## src/rtl/wakeq_pkg.sv

```systemverilog
package wakeq_pkg;

    // Event mask: bit 0 closed, bit 1 readable, bit 2 writable
    typedef struct packed {
        logic wr;
        logic rd;
        logic cls;
    } wake_mask_t;

    localparam int MASK_W = 3;

    localparam wake_mask_t MASK_NONE = '{wr: 1'b0, rd: 1'b0, cls: 1'b0};

    // Admit raw service pulses through the arming gates
    function automatic wake_mask_t admit(input logic cls, input logic rd,
                                         input logic wr, input logic arm_rd,
                                         input logic arm_wr);
        wake_mask_t m;
        m.cls = cls;
        m.rd  = rd & arm_rd;
        m.wr  = wr & arm_wr;
        return m;
    endfunction

    function automatic int unsigned idx_width(input int unsigned n);
        return (n > 1) ? $clog2(n) : 1;
    endfunction

endpackage

```

## src/rtl/wakeq_slot.sv

```systemverilog
module wakeq_slot
    import wakeq_pkg::*;
(
    input  logic       clk,
    input  logic       rst,
    input  logic       ev_cls,
    input  logic       ev_rd,
    input  logic       ev_wr,
    input  logic       arm_rd_set,
    input  logic       arm_wr_set,
    input  logic       drain,
    output wake_mask_t pend,
    output logic       armed_rd,
    output logic       armed_wr
);

    wake_mask_t pend_q;
    wake_mask_t incoming;
    logic       arm_rd_q, arm_wr_q;

    assign incoming = admit(ev_cls, ev_rd, ev_wr, arm_rd_q, arm_wr_q);

    always_ff @(posedge clk) begin
        if (rst) begin
            pend_q   <= MASK_NONE;
            arm_rd_q <= 1'b0;
            arm_wr_q <= 1'b0;
        end else begin
            // new arrivals win over the drain of the same cycle
            pend_q   <= (drain ? MASK_NONE : pend_q) | incoming;
            arm_rd_q <= (arm_rd_q & ~(drain & pend_q.rd)) | arm_rd_set;
            arm_wr_q <= (arm_wr_q & ~(drain & pend_q.wr)) | arm_wr_set;
        end
    end

    assign pend     = pend_q;
    assign armed_rd = arm_rd_q;
    assign armed_wr = arm_wr_q;

    p_rd_gated_r3: assert property (@(posedge clk) disable iff (rst)
        $rose(pend_q.rd) |-> $past(arm_rd_q));

    p_wr_gated_r4: assert property (@(posedge clk) disable iff (rst)
        $rose(pend_q.wr) |-> $past(arm_wr_q));

    p_cls_kept_r2: assert property (@(posedge clk) disable iff (rst)
        ev_cls |=> pend_q.cls);

endmodule

```

## src/rtl/wakeq_pick.sv

```systemverilog
module wakeq_pick #(
    parameter int unsigned NUM_CH = 4,
    parameter int unsigned IDX_W  = 2
) (
    input  logic [NUM_CH-1:0] req,
    output logic              found,
    output logic [IDX_W-1:0]  idx
);

    // lowest index wins: scan downward so the last hit is the smallest
    always_comb begin
        found = 1'b0;
        idx   = '0;
        for (int i = NUM_CH - 1; i >= 0; i--) begin
            if (req[i]) begin
                found = 1'b1;
                idx   = IDX_W'(i);
            end
        end
    end

endmodule

```

## src/rtl/wake_irq_queue.sv

```systemverilog
module wake_irq_queue
    import wakeq_pkg::*;
#(
    parameter int unsigned NUM_CH = 4,
    parameter int unsigned ID_W   = 32
) (
    input  logic              clk,
    input  logic              rst,
    input  logic [NUM_CH-1:0] evt_cls,
    input  logic [NUM_CH-1:0] evt_rd,
    input  logic [NUM_CH-1:0] evt_wr,
    input  logic              arm_valid,
    input  logic              arm_write,
    input  logic [ID_W-1:0]   arm_chan,
    input  logic              chan_rd,
    input  logic              wakes_rd,
    output logic [ID_W-1:0]   chan_data,
    output logic [2:0]        wakes_data,
    output logic              irq
);

    localparam int unsigned IDX_W = idx_width(NUM_CH);

    wake_mask_t        pend [NUM_CH];
    logic [NUM_CH-1:0] pend_any;
    logic [NUM_CH-1:0] drain_vec;
    logic [NUM_CH-1:0] arm_rd_vec, arm_wr_vec;
    logic [NUM_CH-1:0] armed_rd_vec, armed_wr_vec;

    logic              pick_found;
    logic [IDX_W-1:0]  pick_idx;

    logic              cur_valid;
    logic [IDX_W-1:0]  cur_idx;
    logic [ID_W-1:0]   chan_q;
    wake_mask_t        mask_q;
    wake_mask_t        cur_mask;

    for (genvar g = 0; g < NUM_CH; g++) begin : g_slot
        assign arm_rd_vec[g] = arm_valid && !arm_write && (arm_chan == ID_W'(g + 1));
        assign arm_wr_vec[g] = arm_valid &&  arm_write && (arm_chan == ID_W'(g + 1));
        assign drain_vec[g]  = wakes_rd && cur_valid && (cur_idx == IDX_W'(g));
        assign pend_any[g]   = |pend[g];

        wakeq_slot u_slot (
            .clk       (clk),
            .rst       (rst),
            .ev_cls    (evt_cls[g]),
            .ev_rd     (evt_rd[g]),
            .ev_wr     (evt_wr[g]),
            .arm_rd_set(arm_rd_vec[g]),
            .arm_wr_set(arm_wr_vec[g]),
            .drain     (drain_vec[g]),
            .pend      (pend[g]),
            .armed_rd  (armed_rd_vec[g]),
            .armed_wr  (armed_wr_vec[g])
        );
    end

    wakeq_pick #(.NUM_CH(NUM_CH), .IDX_W(IDX_W)) u_pick (
        .req  (pend_any),
        .found(pick_found),
        .idx  (pick_idx)
    );

    always_comb begin
        cur_mask = MASK_NONE;
        for (int i = 0; i < NUM_CH; i++) begin
            if (cur_idx == IDX_W'(i)) cur_mask = pend[i];
        end
    end

    always_ff @(posedge clk) begin
        if (rst) begin
            cur_valid <= 1'b0;
            cur_idx   <= '0;
            chan_q    <= '0;
            mask_q    <= MASK_NONE;
        end else begin
            if (chan_rd) begin
                cur_valid <= pick_found;
                cur_idx   <= pick_idx;
                chan_q    <= pick_found ? ID_W'(pick_idx) + ID_W'(1) : '0;
            end else if (wakes_rd) begin
                cur_valid <= 1'b0;
                mask_q    <= cur_valid ? cur_mask : MASK_NONE;
            end
        end
    end

    assign chan_data  = chan_q;
    assign wakes_data = mask_q;
    assign irq        = |pend_any;

    p_irq_rise_r5: assert property (@(posedge clk) disable iff (rst)
        $rose(irq) |-> $past(|{evt_cls, evt_rd, evt_wr}));

    p_irq_fall_r5: assert property (@(posedge clk) disable iff (rst)
        $fell(irq) |-> $past(wakes_rd));

    p_chan_range_r6: assert property (@(posedge clk) disable iff (rst)
        chan_data <= ID_W'(NUM_CH));

    p_blind_read_r12: assert property (@(posedge clk) disable iff (rst)
        (wakes_rd && !chan_rd && !cur_valid) |=> (wakes_data == 3'b000));

endmodule

```

## config.mk

```make
export PLATFORM = sky130hd
export DESIGN_NAME = wake_irq_queue
export DESIGN_NICKNAME = d
export VERILOG_FILES = /design/src/rtl/wakeq_pkg.sv /design/src/rtl/wakeq_slot.sv /design/src/rtl/wakeq_pick.sv /design/src/rtl/wake_irq_queue.sv
export SDC_FILE = /design/constraint.sdc
export NUM_CORES = 1
export LEC_CHECK = 0
export CAP_MARGIN = 15
export CORE_ASPECT_RATIO = 2
export CORE_MARGIN = 5
export CORE_UTILIZATION = 40
export CTS_BUF_LIST = sky130_fd_sc_hd__clkbuf_2
export DETAILED_ROUTE_END_ITERATION = 10
export PLACE_DENSITY = 0.83
export SETUP_SLACK_MARGIN = 0.2
export SYNTH_ARGS = -nofsm -noshare
export SYNTH_HDL_FRONTEND = slang
export SYNTH_SLANG_ARGS = --single-unit
```

## constraint.sdc

```tcl
create_clock -name clk -period 2.85 [get_ports clk]
set_input_delay 0.57 -clock clk [delete_from_list [all_inputs] [get_ports clk]]
set_output_delay 0.57 -clock clk [all_outputs]
set_load 0.01 [all_outputs]
```

==> metrics.yaml <==
placed_design:
  place.gp.congestion: 0.841
  port_buffers: 56
  placed_cells: 281
  pre_cts_ws_ns: 0.685
  dp_hpwl_mm: 3.61
power:
  ir_drop_mv: 0.212
  p_clk_share_pct: 23.9
  leakagePower_nw: 0.831
  internal_power_mw: 0.554
  switchingPower_mw: 0.215
  power.density_nw_per_um2: 364
  power_mw: 0.769
  combinationalPowerShare_pct: 20.3
  switching_share_pct: 27.9
  pwr-share-seq_pct: 55.7
global_routing:
  antenna_found_initial: 0
  grt_first_pass_wirelength_mm: 6.42
  grt_start_max_net_pins: 22
  grt_busiest_layer: "met2"
  met1_usage_pct: 13.6
  grt_use_met2_pct: 31.5
  track_usage_pct: 16.6
  grt.overflow.total: 0
  grt.met3_usage_pct: 3.48
  first_global_vias: 1494
sta:
  timing.fmax_mhz: 417
  setup_ws_ns: 0.453
  hold_viol_final: 0
  timing.final.crit_share_pct: 84.1
  tns_ns: 0
  slew_violations: 0
  whs_ns: 0.480
  grt_setup_unrepaired: "false"
  finClkSkew_ns: 0.0125
  period_needed_ns: 2.40
  setup_viol: 0
layout:
  fillerInstances: 367
  stdcell_count: 287
  design.final.nets: 288
  regArea_um2: 581
  area_delta_synth_final_pct: 34.2
  multiInputGateArea_um2: 856
  drive_gt1_share_pct: 9.75
  antenna_cells: 0
logic_synthesis:
  synth-warning-count: 0
  yosysSeqAreaShare_pct: 36.9
  avgSynthCellArea_um2: 8.80
  syn_inst: 179
  ys_ff_latch: 29
  synth_area_um2: 1580
  synth.distinct_cells: 35
clock_network:
  cts_buffers: 5
  clock_tree.root_cell: "clkbuf_2"
  clk_path_buf_depth: 2
  clock-sinks: 29
  clkLatencyLatePin_ns: 0.36
  htreeDepth: 2
  cts_tree: "yes"
  clkTransAtPathRegs_ns: 0.14
setup_path:
  start_kind: "flip-flop"
  critPathMaxStageDelay_ns: 0.54
  end_kind: "output port"
  path_max_fanout: 5
  setup.worst_path.class: "flip-flop to output port"
  cpLargestDelayFamily: "simple AND/OR/NAND/NOR gates"
  worst-path-buf-inv: 1
  arrival_ns: 1.83
  cp.required_ns: 2.28
  crit_cells: 3
  cpMaxStageDelayCell: "clkdlybuf4s50_1"
  rr_worst_depth: 5
  crit_path_cell_trace: "nor3_1 > nand4_1 > clkdlybuf4s50_1"
hold_path:
  min_path_type: "flip-flop to flip-flop"
  whs_path_depth: 2
floorplanning:
  core_area_um2: 3840
  die_area_um2: 5370
  die_w_um: 54.4
  num_io_pins: 86
  num_rows: 32
  die_h_um: 98.8
  start_util_pct: 41.0
flow_run:
  cap_violations: 0
routing:
  num_vias: 1522
  ant_nets: 0
  wl_per_cell_um: 14.8
  drtIter0Drc: 37
  dr.pass1.iters: 4
  via_per_inst: 5.30
  routed_wl_mm: 4.25
  drc_errors: 0
status:
  status: "finished, final reports clean"
sequential cells by signal, summed over array words and instances, names as in the netlist:
signal / count
g_slot.u_slot.armed_wr: 4
wakes_data: 3
chan_data: 3
cur_idx: 2
g_slot.u_slot.armed_rd: 4
g_slot.u_slot.pend: 12
cur_valid: 1
final cells by class:
cell class / instances / area share, %
multi-input cells: 140 / 40.5
flip-flops and latches: 29 / 27.5
repair buffers: 57 / 26.9
well taps: 51 / 3.02
clock buffers: 5 / 1.18
inverters: 4 / 0.710
clock inverters: 1 / 0.237
routing by layer:
metal | part of all wire (%) | wire length (um)
met3 | 9.6 | 407
met2 | 58 | 2460
met4 | 3.1 | 131
met1 | 29 | 1240
met5 | 0 | 0
worst reg2reg max path, delay by kind of cell, from the launching register on:
kind / cells / cell delay, ns
DFF: 1 / 0.37
AOI/OAI and AO/OA: 2 / 0.33
adders and majority gates: 1 / 0.28
and+or+nand+nor: 2 / 0.51
logic make-up after synthesis:
| kind of cell | Yosys count | share of synthesized area, % |
|---|---|---|
| buf+inv | 38 | 16.1 |
| simple gates | 74 | 25.6 |
| fa+ha+maj | 1 | 0.794 |
| compound gates | 32 | 15.5 |
| flops | 29 | 36.9 |
| other cells | 1 | 0.238 |
| mux | 4 | 4.92 |
synth_stat cells:
| cell type | count | area [um2] |
|---|---|---|
| buf_4 | 29 | 218 |
| dfxtp_1 | 29 | 581 |
| nor2_1 | 25 | 93.8 |
| a22oi_1 | 11 | 82.6 |
| nand2_1 | 10 | 37.5 |
| a21oi_1 | 8 | 40.0 |
| nor3_1 | 7 | 35.0 |
| nand3_1 | 5 | 25.0 |
| nor4_1 | 5 | 31.3 |
| a32o_2 | 4 | 45.0 |
| inv_1 | 4 | 15.0 |
| nand2b_1 | 4 | 25.0 |
| clkbuf_1 | 3 | 11.3 |
| mux4_2 | 3 | 67.6 |
| nand4_1 | 3 | 18.8 |
| nor3b_1 | 3 | 22.5 |
| or3_1 | 3 | 18.8 |
| a21o_1 | 2 | 15.0 |
| and3_1 | 2 | 12.5 |
| buf_2 | 2 | 10.0 |
| nand4b_1 | 2 | 17.5 |
| o211ai_1 | 2 | 15.0 |
| a211oi_2 | 1 | 12.5 |
| a21bo_2 | 1 | 10.0 |
| a31o_2 | 1 | 8.76 |
| a32o_1 | 1 | 10.0 |
| and4_1 | 1 | 8.76 |
| and4bb_2 | 1 | 12.5 |
| conb_1 | 1 | 3.75 |
| ha_1 | 1 | 12.5 |
| mux2i_1 | 1 | 10.0 |
| nor3_2 | 1 | 10.0 |
| nor4_2 | 1 | 12.5 |
| nor4_4 | 1 | 21.3 |
| o21ai_0 | 1 | 5.00 |
final timing paths:
check,from,to,slack (ns)
max,g_slot[1].u_slot.pend[1]$_SDFF_PP0_,irq,0.45
min,chan_data[1]$_SDFFE_PP0P_,chan_data[1]$_SDFFE_PP0P_,0.48
max reg2reg,g_slot[1].u_slot.pend[0]$_SDFF_PP0_,chan_data[1]$_SDFFE_PP0P_,1.26
min reg2reg,chan_data[1]$_SDFFE_PP0P_,chan_data[1]$_SDFFE_PP0P_,0.48
placed cells by master (no fill, tap or decap), types with 2 or more instances in the layout:
cell / count
a21o_1: 2
a21oi_1: 8
a22oi_1: 11
a32o_2: 4
and3_1: 2
clkbuf_2: 5
clkdlybuf4s50_1: 56
conb_1: 29
dfxtp_1: 29
inv_1: 4
mux4_2: 3
nand2_1: 10
nand2b_1: 4
nand3_1: 5
nand4_1: 3
nand4b_1: 2
nor2_1: 25
nor3_1: 5
nor3_2: 3
nor3b_1: 3
nor4_1: 5
o211ai_1: 2
or3_1: 3
what timing repair did:
action	CTS	global route
endpoints found under the setup margin	0	1
setup buffers	0	0
resized for setup	0	2
hold buffers	0	0
metrics by stage:
step / util [%] / instance area, um2
final: 55.0 / 2110
after global routing: 55.0 / 2110
after CTS: 54.7 / 2100
after detailed placement: 53.9 / 2070
after global placement: 53.9 / 2070
after floorplan: - / 1680
power by group through the flow:
| stage | Clock, mW | Sequential (mW) | Combinational [mW] |
|---|---|---|---|
| 2_1_floorplan | 0 | 0.431 | 0.0951 |
| 3_3_place_gp | 0 | 0.436 | 0.152 |
| 3_5_place_dp | 0 | 0.437 | 0.155 |
| 4_1_cts | 0.187 | 0.428 | 0.155 |
| 5_1_grt | 0.203 | 0.431 | 0.169 |
| 6_report | 0.184 | 0.429 | 0.156 |
No activity file was read; power rests on OpenSTA's default activity.
